## config.mk

```make
export PLATFORM = sky130hd
export DESIGN_NAME = ecc32_secded
export DESIGN_NICKNAME = d
export VERILOG_FILES = /design/src/rtl/ecc32_pkg.sv /design/src/rtl/ecc_rst_sync.sv /design/src/rtl/ecc_parity_tree.sv /design/src/rtl/ecc_syn_decode.sv /design/src/rtl/ecc_correct.sv /design/src/rtl/ecc32_secded.sv
export SDC_FILE = /design/constraint.sdc
export NUM_CORES = 1
export LEC_CHECK = 0
export ABC_AREA = 1
export BUFFER_PORTS_ARGS = -buffer_cell sky130_fd_sc_hd__buf_2
export CAP_MARGIN = 20
export CORE_ASPECT_RATIO = 1.75
export CORE_MARGIN = 4
export CORE_UTILIZATION = 61
export CTS_BUF_LIST = sky130_fd_sc_hd__clkbuf_2
export CTS_CLUSTER_SIZE = 12
export DETAILED_ROUTE_END_ITERATION = 8
export GPL_TIMING_DRIVEN = 1
export PLACE_DENSITY = 0.87
export SYNTH_ARGS = -nofsm -noshare
export SYNTH_HDL_FRONTEND = slang
export SYNTH_SLANG_ARGS = --single-unit
```

## constraint.sdc

```tcl
create_clock -name clk -period 2.75 [get_ports clk]
set_input_delay 0.55 -clock clk [delete_from_list [all_inputs] [get_ports clk]]
set_output_delay 0.55 -clock clk [all_outputs]
set_load 0.005 [all_outputs]
```

## src/rtl/ecc32_pkg.sv

```systemverilog
package ecc32_pkg;

  localparam int DATA_W = 32;
  localparam int CHK_W  = 7;
  localparam int N_W5   = 8;
  localparam int N_W3   = DATA_W - N_W5;
  localparam int N_CODE = 1 << CHK_W;

  // inversion keeps all-zero and all-one stored words away from clean
  localparam logic [CHK_W-1:0] CHK_INV = 7'h05;

  typedef logic [CHK_W-1:0] col_t;
  typedef col_t col_arr_t [DATA_W];

  function automatic int unsigned col_weight(col_t v);
    int unsigned n;
    n = 0;
    for (int b = 0; b < CHK_W; b++) n += 32'(v[b]);
    return n;
  endfunction

  // weight-3 codes left out so every row ends at sixteen data bits
  function automatic bit w3_unused(col_t v);
    case (v)
      7'h0B, 7'h16, 7'h2C, 7'h58, 7'h31, 7'h62,
      7'h45, 7'h07, 7'h32, 7'h4C, 7'h70: return 1'b1;
      default:                           return 1'b0;
    endcase
  endfunction

  function automatic col_t w5_code(int k);
    case (k)
      0:       return 7'h7C;
      1:       return 7'h79;
      2:       return 7'h73;
      3:       return 7'h67;
      4:       return 7'h4F;
      5:       return 7'h1F;
      6:       return 7'h3E;
      default: return 7'h76;
    endcase
  endfunction

  function automatic col_arr_t build_cols();
    col_arr_t    c;
    int unsigned n;
    n = 0;
    for (int k = 0; k < DATA_W; k++) c[k] = '0;
    for (int v = 1; v < N_CODE; v++) begin
      if (col_weight(col_t'(v)) == 3 && !w3_unused(col_t'(v)) && n < N_W3) begin
        c[n] = col_t'(v);
        n++;
      end
    end
    for (int k = 0; k < N_W5; k++) c[N_W3+k] = w5_code(k);
    return c;
  endfunction

  localparam col_arr_t H_COLS = build_cols();

  function automatic logic [DATA_W-1:0] row_mask(int r);
    logic [DATA_W-1:0] m;
    for (int i = 0; i < DATA_W; i++) m[i] = H_COLS[i][r];
    return m;
  endfunction

endpackage

```

## src/rtl/ecc_rst_sync.sv

```systemverilog
module ecc_rst_sync (
  input  logic clk,
  input  logic arst_n,
  output logic srst_n
);

  logic [1:0] stage_q;

  always_ff @(posedge clk or negedge arst_n) begin
    if (!arst_n) stage_q <= 2'b00;
    else         stage_q <= {stage_q[0], 1'b1};
  end

  assign srst_n = stage_q[1];

endmodule

```

## src/rtl/ecc_parity_tree.sv

```systemverilog
module ecc_parity_tree
  import ecc32_pkg::*;
(
  input  logic [DATA_W-1:0] data_i,
  output logic [CHK_W-1:0]  par_o
);

  for (genvar r = 0; r < CHK_W; r++) begin : g_row
    localparam logic [DATA_W-1:0] MASK = row_mask(r);
    assign par_o[r] = ^(data_i & MASK);
  end

endmodule

```

## src/rtl/ecc_syn_decode.sv

```systemverilog
module ecc_syn_decode
  import ecc32_pkg::*;
(
  input  col_t              syn_i,
  output logic [DATA_W-1:0] flip_o,
  output logic              single_o,
  output logic              multi_o
);

  logic [DATA_W-1:0] hit;
  logic              nonzero;
  logic              unit;

  for (genvar i = 0; i < DATA_W; i++) begin : g_col
    assign hit[i] = (syn_i == H_COLS[i]);
  end

  assign nonzero  = |syn_i;
  assign unit     = nonzero && ((syn_i & (syn_i - col_t'(1))) == '0);
  assign single_o = (|hit) || unit;
  assign multi_o  = nonzero && !single_o;
  assign flip_o   = hit;

endmodule

```

## src/rtl/ecc_correct.sv

```systemverilog
module ecc_correct
  import ecc32_pkg::*;
(
  input  logic [DATA_W-1:0] data_i,
  input  logic [DATA_W-1:0] flip_i,
  input  logic              single_i,
  input  logic              multi_i,
  output logic [DATA_W-1:0] data_o,
  output logic              err_n_o,
  output logic              merr_n_o
);

  assign data_o   = data_i ^ flip_i;
  assign err_n_o  = !(single_i || multi_i);
  assign merr_n_o = !multi_i;

endmodule

```

## src/rtl/ecc32_secded.sv

```systemverilog
module ecc32_secded
  import ecc32_pkg::*;
(
  input  logic              clk,
  input  logic              rst_n,
  input  logic              in_valid,
  input  logic [DATA_W-1:0] wr_data,
  output logic [CHK_W-1:0]  wr_check,
  input  logic [DATA_W-1:0] rd_data,
  input  logic [CHK_W-1:0]  rd_check,
  output logic              out_valid,
  output logic [CHK_W-1:0]  syndrome,
  output logic [DATA_W-1:0] corr_data,
  output logic              err_n,
  output logic              merr_n
);

  logic rst_s_n;

  ecc_rst_sync u_rst (
    .clk    (clk),
    .arst_n (rst_n),
    .srst_n (rst_s_n)
  );

  // store path
  logic [CHK_W-1:0] wr_par;
  ecc_parity_tree u_wr_tree (
    .data_i (wr_data),
    .par_o  (wr_par)
  );

  // load path
  logic [CHK_W-1:0]  rd_par;
  logic [CHK_W-1:0]  syn_c;
  logic [DATA_W-1:0] flip_c;
  logic              single_c, multi_c;
  logic [DATA_W-1:0] fix_c;
  logic              err_n_c, merr_n_c;

  ecc_parity_tree u_rd_tree (
    .data_i (rd_data),
    .par_o  (rd_par)
  );

  assign syn_c = rd_par ^ CHK_INV ^ rd_check;

  ecc_syn_decode u_dec (
    .syn_i    (syn_c),
    .flip_o   (flip_c),
    .single_o (single_c),
    .multi_o  (multi_c)
  );

  ecc_correct u_fix (
    .data_i   (rd_data),
    .flip_i   (flip_c),
    .single_i (single_c),
    .multi_i  (multi_c),
    .data_o   (fix_c),
    .err_n_o  (err_n_c),
    .merr_n_o (merr_n_c)
  );

  // output registers: next-state then flops
  logic              vld_q, vld_d;
  logic [CHK_W-1:0]  wchk_q, wchk_d;
  logic [CHK_W-1:0]  syn_q, syn_d;
  logic [DATA_W-1:0] dat_q, dat_d;
  logic              errn_q, errn_d;
  logic              merrn_q, merrn_d;

  always_comb begin
    vld_d   = in_valid;
    wchk_d  = wchk_q;
    syn_d   = syn_q;
    dat_d   = dat_q;
    errn_d  = errn_q;
    merrn_d = merrn_q;
    if (in_valid) begin
      wchk_d  = wr_par ^ CHK_INV;
      syn_d   = syn_c;
      dat_d   = fix_c;
      errn_d  = err_n_c;
      merrn_d = merr_n_c;
    end
  end

  always_ff @(posedge clk or negedge rst_s_n) begin
    if (!rst_s_n) begin
      vld_q   <= 1'b0;
      wchk_q  <= '0;
      syn_q   <= '0;
      dat_q   <= '0;
      errn_q  <= 1'b1;
      merrn_q <= 1'b1;
    end else begin
      vld_q   <= vld_d;
      wchk_q  <= wchk_d;
      syn_q   <= syn_d;
      dat_q   <= dat_d;
      errn_q  <= errn_d;
      merrn_q <= merrn_d;
    end
  end

  assign out_valid = vld_q;
  assign wr_check  = wchk_q;
  assign syndrome  = syn_q;
  assign corr_data = dat_q;
  assign err_n     = errn_q;
  assign merr_n    = merrn_q;

  // checks on the registered results
  p_clean_flags_r3: assert property (@(posedge clk) disable iff (!rst_s_n)
    (out_valid && syndrome == '0) |-> (err_n && merr_n));

  p_single_flip_r4: assert property (@(posedge clk) disable iff (!rst_s_n)
    out_valid |-> ($countones(corr_data ^ $past(rd_data)) <= 1));

  p_check_err_r5: assert property (@(posedge clk) disable iff (!rst_s_n)
    (out_valid && $countones(syndrome) == 1) |->
      (corr_data == $past(rd_data) && !err_n && merr_n));

  p_even_uncorr_r6: assert property (@(posedge clk) disable iff (!rst_s_n)
    (out_valid && syndrome != '0 && !(^syndrome)) |-> !merr_n);

  p_flag_order_r6: assert property (@(posedge clk) disable iff (!rst_s_n)
    !merr_n |-> !err_n);

  p_uncorr_hold_r8: assert property (@(posedge clk) disable iff (!rst_s_n)
    (out_valid && !merr_n) |-> (corr_data == $past(rd_data)));

  p_valid_rise_r9: assert property (@(posedge clk) disable iff (!rst_s_n)
    in_valid |=> out_valid);

  p_valid_hold_r9: assert property (@(posedge clk) disable iff (!rst_s_n)
    !in_valid |=> (!out_valid && $stable(corr_data) && $stable(syndrome)));

endmodule

```

* Word level (Yosys, flattened, before mapping)
Cells that the tools add are included.
** Cells by class
- Add/sub/neg operators :: 1
- Equality and inequality tests :: 32
- Bitwise operators :: 5
- Reduce and logical (&&, ||, !) cells :: 24
** Operators with widths (number)
- parity 32 bit :: 14
- == test 7 bit (second input constant) :: 16
- == test 7 x 6 -> 1 bit (second input constant) :: 8
- == test 7 x 5 -> 1 bit (second input constant) :: 6
- OR reduction 32 bit :: 1
- XOR 32 bit :: 1
- == test 7 x 4 -> 1 bit (second input constant) :: 2
- AND 7 bit :: 1
- zero test 7 bit :: 1
- OR reduction 7 bit :: 1
- subtractor 7 x 1 -> 7 bit (second input constant) :: 1
- XOR 7 bit :: 1
- inverter 2 bit :: 2
- zero test 1 bit :: 3
- logical AND 1 bit :: 2
- logical OR 1 bit :: 2
** Word-level totals
- Register bits after elaboration :: 51
- Input port bits :: 74
- Output and inout port bits :: 49
- Word-level logic and storage cells :: 69

* Longest topological paths before layout
- Word-level depth :: 12
- Mapped depth :: 23
- Gate-level depth less buffers :: 22

* Modules after synthesis
From an unflattened synthesis, not the netlist that was laid out.
** Second synthesis, totals
- Cells, all modules :: 1188
- Area, all modules :: 6038.3 um2
** By module, submodules not included
- ecc_parity_tree :: instances 2, cells each 316, area an instance 1381.3 um2, seq. area each 0.0 um2
- ecc32_secded :: instances 1, cells each 237, area an instance 2006.9 um2, seq. area each 1228.7 um2
- ecc_correct :: instances 1, cells each 162, area an instance 608.1 um2, seq. area each 0.0 um2
- ecc_syn_decode :: instances 1, cells each 154, area an instance 606.8 um2, seq. area each 0.0 um2
- ecc_rst_sync :: instances 1, cells each 3, area an instance 53.8 um2, seq. area each 50.0 um2

* Worst setup path after synthesis
OpenSTA, ideal clock, no wires.
- Kind :: input port to flip-flop
- Start :: input rd_data[25]
- End :: register merrn_q (netlist: merr_n)
- Setup time :: 0.076 ns
- Arrival time :: 2.115 ns
- Required time :: 2.674 ns
- Path slack :: 0.559 ns
- Stages :: 22
- Path buffers :: 1
- Path through :: buf_4 -> clkinv_2 -> nand2_1 -> nand2_2 -> nand2_4 -> nand2_2 -> nand2_2 -> nand2_1 -> nand2_2 -> nand2_1 -> nand2_1 -> nand2_2 -> nand3_2 -> inv_2 -> nand2_1 -> nand2_1 -> nor2_1 -> nand2_1 -> nor2_1 -> nand3_1 -> nor2_1 -> nor2_1
** Between the ends
- Cells in the longest elaborated chain, start to end :: 11
- Elaborated cells between the ends (all ways) :: 49
- Classes of those cells :: add/sub: 1; eq/ne: 32; bitwise: 3; reduce/logical: 13
** Ends and longest elaborated chain
- start: declaration :: line ecc32_secded.sv:9 : input logic [DATA_W-1:0] rd_data,
- parity 32 bit :: line ecc_parity_tree.sv:10 : assign par_o[r] = ^(data_i & MASK);
- inverter 2 bit (no line)
- XOR 7 bit (*) :: line ecc32_secded.sv:46 : assign syn_c = rd_par ^ CHK_INV ^ rd_check;
- subtractor 7 x 1 -> 7 bit :: line ecc_syn_decode.sv:19 : assign unit = nonzero && ((syn_i & (syn_i - col_t'(1))) == '0);
- AND 7 bit :: line ecc_syn_decode.sv:19
- zero test 7 bit :: line ecc_syn_decode.sv:19
- logical AND 1 bit :: line ecc_syn_decode.sv:19
- logical OR 1 bit :: line ecc_syn_decode.sv:20 : assign single_o = (|hit) || unit;
- zero test 1 bit :: line ecc_syn_decode.sv:21 : assign multi_o = nonzero && !single_o;
- logical AND 1 bit (*) :: line ecc_syn_decode.sv:21
- zero test 1 bit (*) :: line ecc_correct.sv:15 : assign merr_n_o = !multi_i;
- end signal: assignment :: line ecc32_secded.sv:103 : merrn_q <= merrn_d;
- end: declaration :: line ecc32_secded.sv:71 : logic merrn_q, merrn_d;
Every way passes the cells marked *; elsewhere a longest branch is shown, timed or not.
A chain may end at the register's enable or synchronous reset.

* Worst setup path in the final report
- Start :: input rd_data[25]
- End :: register dat_q[17] (netlist: corr_data[17])
** Between the ends
- Cells in the longest elaborated chain, start to end :: 5
- Elaborated cells between the ends (all ways) :: 9
- Classes of those cells :: eq/ne: 1; bitwise: 3; reduce/logical: 5
** Ends and longest elaborated chain
- parity 32 bit :: line ecc_parity_tree.sv:10
- inverter 2 bit (no line)
- XOR 7 bit (*) :: line ecc32_secded.sv:46
- == test 7 bit (*) :: line ecc_syn_decode.sv:15 : assign hit[i] = (syn_i == H_COLS[i]);
- XOR 32 bit (*) :: line ecc_correct.sv:13 : assign data_o = data_i ^ flip_i;
- end signal: assignment :: line ecc32_secded.sv:101 : dat_q <= dat_d;
- end: declaration :: line ecc32_secded.sv:69 : logic [DATA_W-1:0] dat_q, dat_d;
Marks and branches as above.

==> out/results.ini <==
[sta]
fin_skew_ns=0.01062
hold_ws_ns=0.3000
min_period_over_period_pct=84.36
setup_viol=0
min_period_ns=2.320
worst_pin_slew_ns=0.6464
fin_ws_ns=0.4302
rsz0062_at_grt=false
fmax_mhz=431.1
relSlewSlack_pct=56.91
slew_violations=0
hold_viol=0

[logic_synthesis]
synth_area_mm2=0.005066
synth_top_area_cell=dfrtp_1
postSynth.asyncResetShare_pct=100.0
synth_seq_cells=51
synth_common_cells=310 x nand2_1, 68 x nand3_1, 66 x xor2_1
synth_top_area_share_pct=24.20
yosysWarnings=0
synth-main-ff-cell=dfrtp_1
yosys-top-cells-area=dfrtp_1 24%, nand2_1 23%, xor2_1 11%, xnor2_1 9.5%, nand3_1 6.7%
syn_inst=791
syn_area_per_cell_um2=6.405
synth-edff-count=0
synth_seq_area_share_pct=25.24
synth_nets=865
synth_cell_types=29
synth.most_common_cell=nand2_1

[setup_path]
path_class=input pin to flop
r2r_start=u_rst.stage_q[1]
worstPathRequired_ns=3.14
worst_ep_arrival_time_ns=2.71
startpoint=rd_data[25]
end_kind=flop
worst_setup_path_start_kind=input pin
worstPathMaxFanout=7

[global_routing]
overflow=0
track_usage_pct=32.51
grt_max_degree=43
grt_pass1_vias=5547
grt_pass1_wl_um=25470
antenna_found_initial=0

[cts]
numCtsBuffers=5
cts_root_buffer=clkbuf_2
cts_resized=0
htreeDepth=2
clk_pin_slew_worst_paths_ns=0.29
cts_buffer_depth=2
cts_sinks=51
clock_latency_ns=0.46
cts_tree=yes

[floorplan]
die_w_um=76.89
die_h_um=128.6
core_area_mm2=0.008016
die_area_mm2=0.009885
row_count=43
ios=123
start_util_pct=63.20

[place]
placed_area_mm2=0.005776
hpwlAfterDp_um=13670
dpl.cell_count=995
pre_cts_slack_ns=-0.02861
place_congestion=1.014
port_buffers=122

[power_and_ir_drop]
ir_drop_v=0.0004797
swShare_pct=45.88
power_frac_seq_pct=34.6
p_leak_nw=3.262
power_density_mw_per_mm2=483.1
pwr-share-clk_pct=12.1
power.internal_w=0.001526
comb_power_share_pct=53.2
p_sw_w=0.001294

[route]
wl_per_cell_um=16.02
route.detailed.drc=0
drt-vias-per-instance=5.449
routed-via-count=5471
drt_first_iter_violations=273
routed_wl_um=16090
ant_nets=0
drt_first_pass_iters=6

[layout]
nets=987
fin_util_pct=72.83
final_area_mm2=0.005838
drive_above_1_share_pct=23.96
antenna_cells=0
syn2layout_area_growth_pct=15.24
stdcell_count=1004

[worst_hold_path]
hold_path_class=input pin to flop
worstHoldStart=in_valid

[run_status]
status=completed

[job]
drv_cap=0

final cells by class:
type                            count  area [µm²]
Multi-Input combinational cell    650        3422
Fill cell                         673        2178
Sequential cell                    51        1280
Timing Repair Buffer              134       703.2
Inverter                           71       267.8
Tap cell                           90       112.6
Clock inverter                      3       27.53
Clock buffer                        5       25.02
power by group through the flow:
stage	clock network (W)	logic, W	registers (W)
3_5_place_dp	0	0.00149	0.000988
3_3_place_gp	0	0.00145	0.000986
4_1_cts	0.000346	0.00150	0.000975
6_report	0.000342	0.00150	0.000977
2_1_floorplan	0	0.000966	0.000995
5_1_grt	0.000375	0.00165	0.000992
what timing repair did:
action | 4_1_cts | 5_1_grt
hold buffers | 1 | 0
setup buffers | 0 | 0
endpoints found under the setup margin | 0 | 0
endpoints found under the hold margin | 2 | 0
worst paths after layout:
path | end | slack [ns] | depth (start not counted)
min in group asynchronous | corr_data[5] | 0.31 | 0
min | out_valid | 0.30 | 1
max | corr_data[17] | 0.43 | 18
max reg2reg | err_n | 1.62 | 1
min reg2reg | corr_data[5] | 0.31 | 0
max in group asynchronous | err_n | 1.62 | 1
kinds of logic (layout without fill, tap and decap cells):
kind of cell,after synthesis,in the layout,share of synthesized area (%)
buf+inv,90,213,7.211
flops,51,51,25.24
xor+xnor,121,121,20.92
other cells,1,1,0.07402
simple gates,478,478,41.52
compound gates,50,50,5.038
critical path, stage by stage:
cell and delay [ns]:
buf_2 0.21, clkinv_2 0.15, nand2_4 0.10, nand2_4 0.06, nand2_1 0.06, nand3_1 0.06, nand2_1 0.14, inv_1 0.05
nand2_1 0.07, nand2_1 0.06, nand2_1 0.07, nand2_2 0.13, inv_2 0.17, nand3_2 0.14, inv_2 0.12, nand2_1 0.12
xor2_1 0.33, o21ai_0 0.12
per-stage QoR:
stage          TNS [ns]  power, W
3_5_place_dp   -0.04264  0.002481
6_report              0  0.002820
4_1_cts               0  0.002818
5_1_grt               0  0.003020
2_1_floorplan         0  0.001961
3_3_place_gp    -0.1092  0.002437
routing by layer:
layer | global-route usage [%] | wire (µm)
met5 | 0 | 0
met4 | 23.59 | 1266
met3 | 4.482 | 806
met2 | 63.67 | 8602
met1 | 29.97 | 5412
sequential cells by signal, summed over array words and instances, names as in the netlist:
register	flops
corr_data	32
err_n	1
merr_n	1
out_valid	1
syndrome	7
u_rst.stage_q	2
wr_check	7
placed cells by master, fill, tap and decap left out:
cell	n
a21oi_1	2
a31oi_1	2
buf_2	122
buf_4	11
clkbuf_2	5
clkinv_2	1
clkinv_4	1
clkinvlp_4	1
conb_1	1
dfrtp_1	48
dfrtp_2	1
dfstp_2	2
dlygate4sd3_1	1
inv_1	53
inv_2	17
inv_8	1
nand2_1	310
nand2_2	35
nand2_4	5
nand3_1	68
nand3_2	7
nand3b_1	3
nand4_2	1
nor2_1	39
nor2_2	7
nor2_4	2
o21ai_0	44
o21ai_1	1
o31ai_1	1
or2_1	1
xnor2_1	55
xor2_1	66
(Power assumes the default switching activity.)
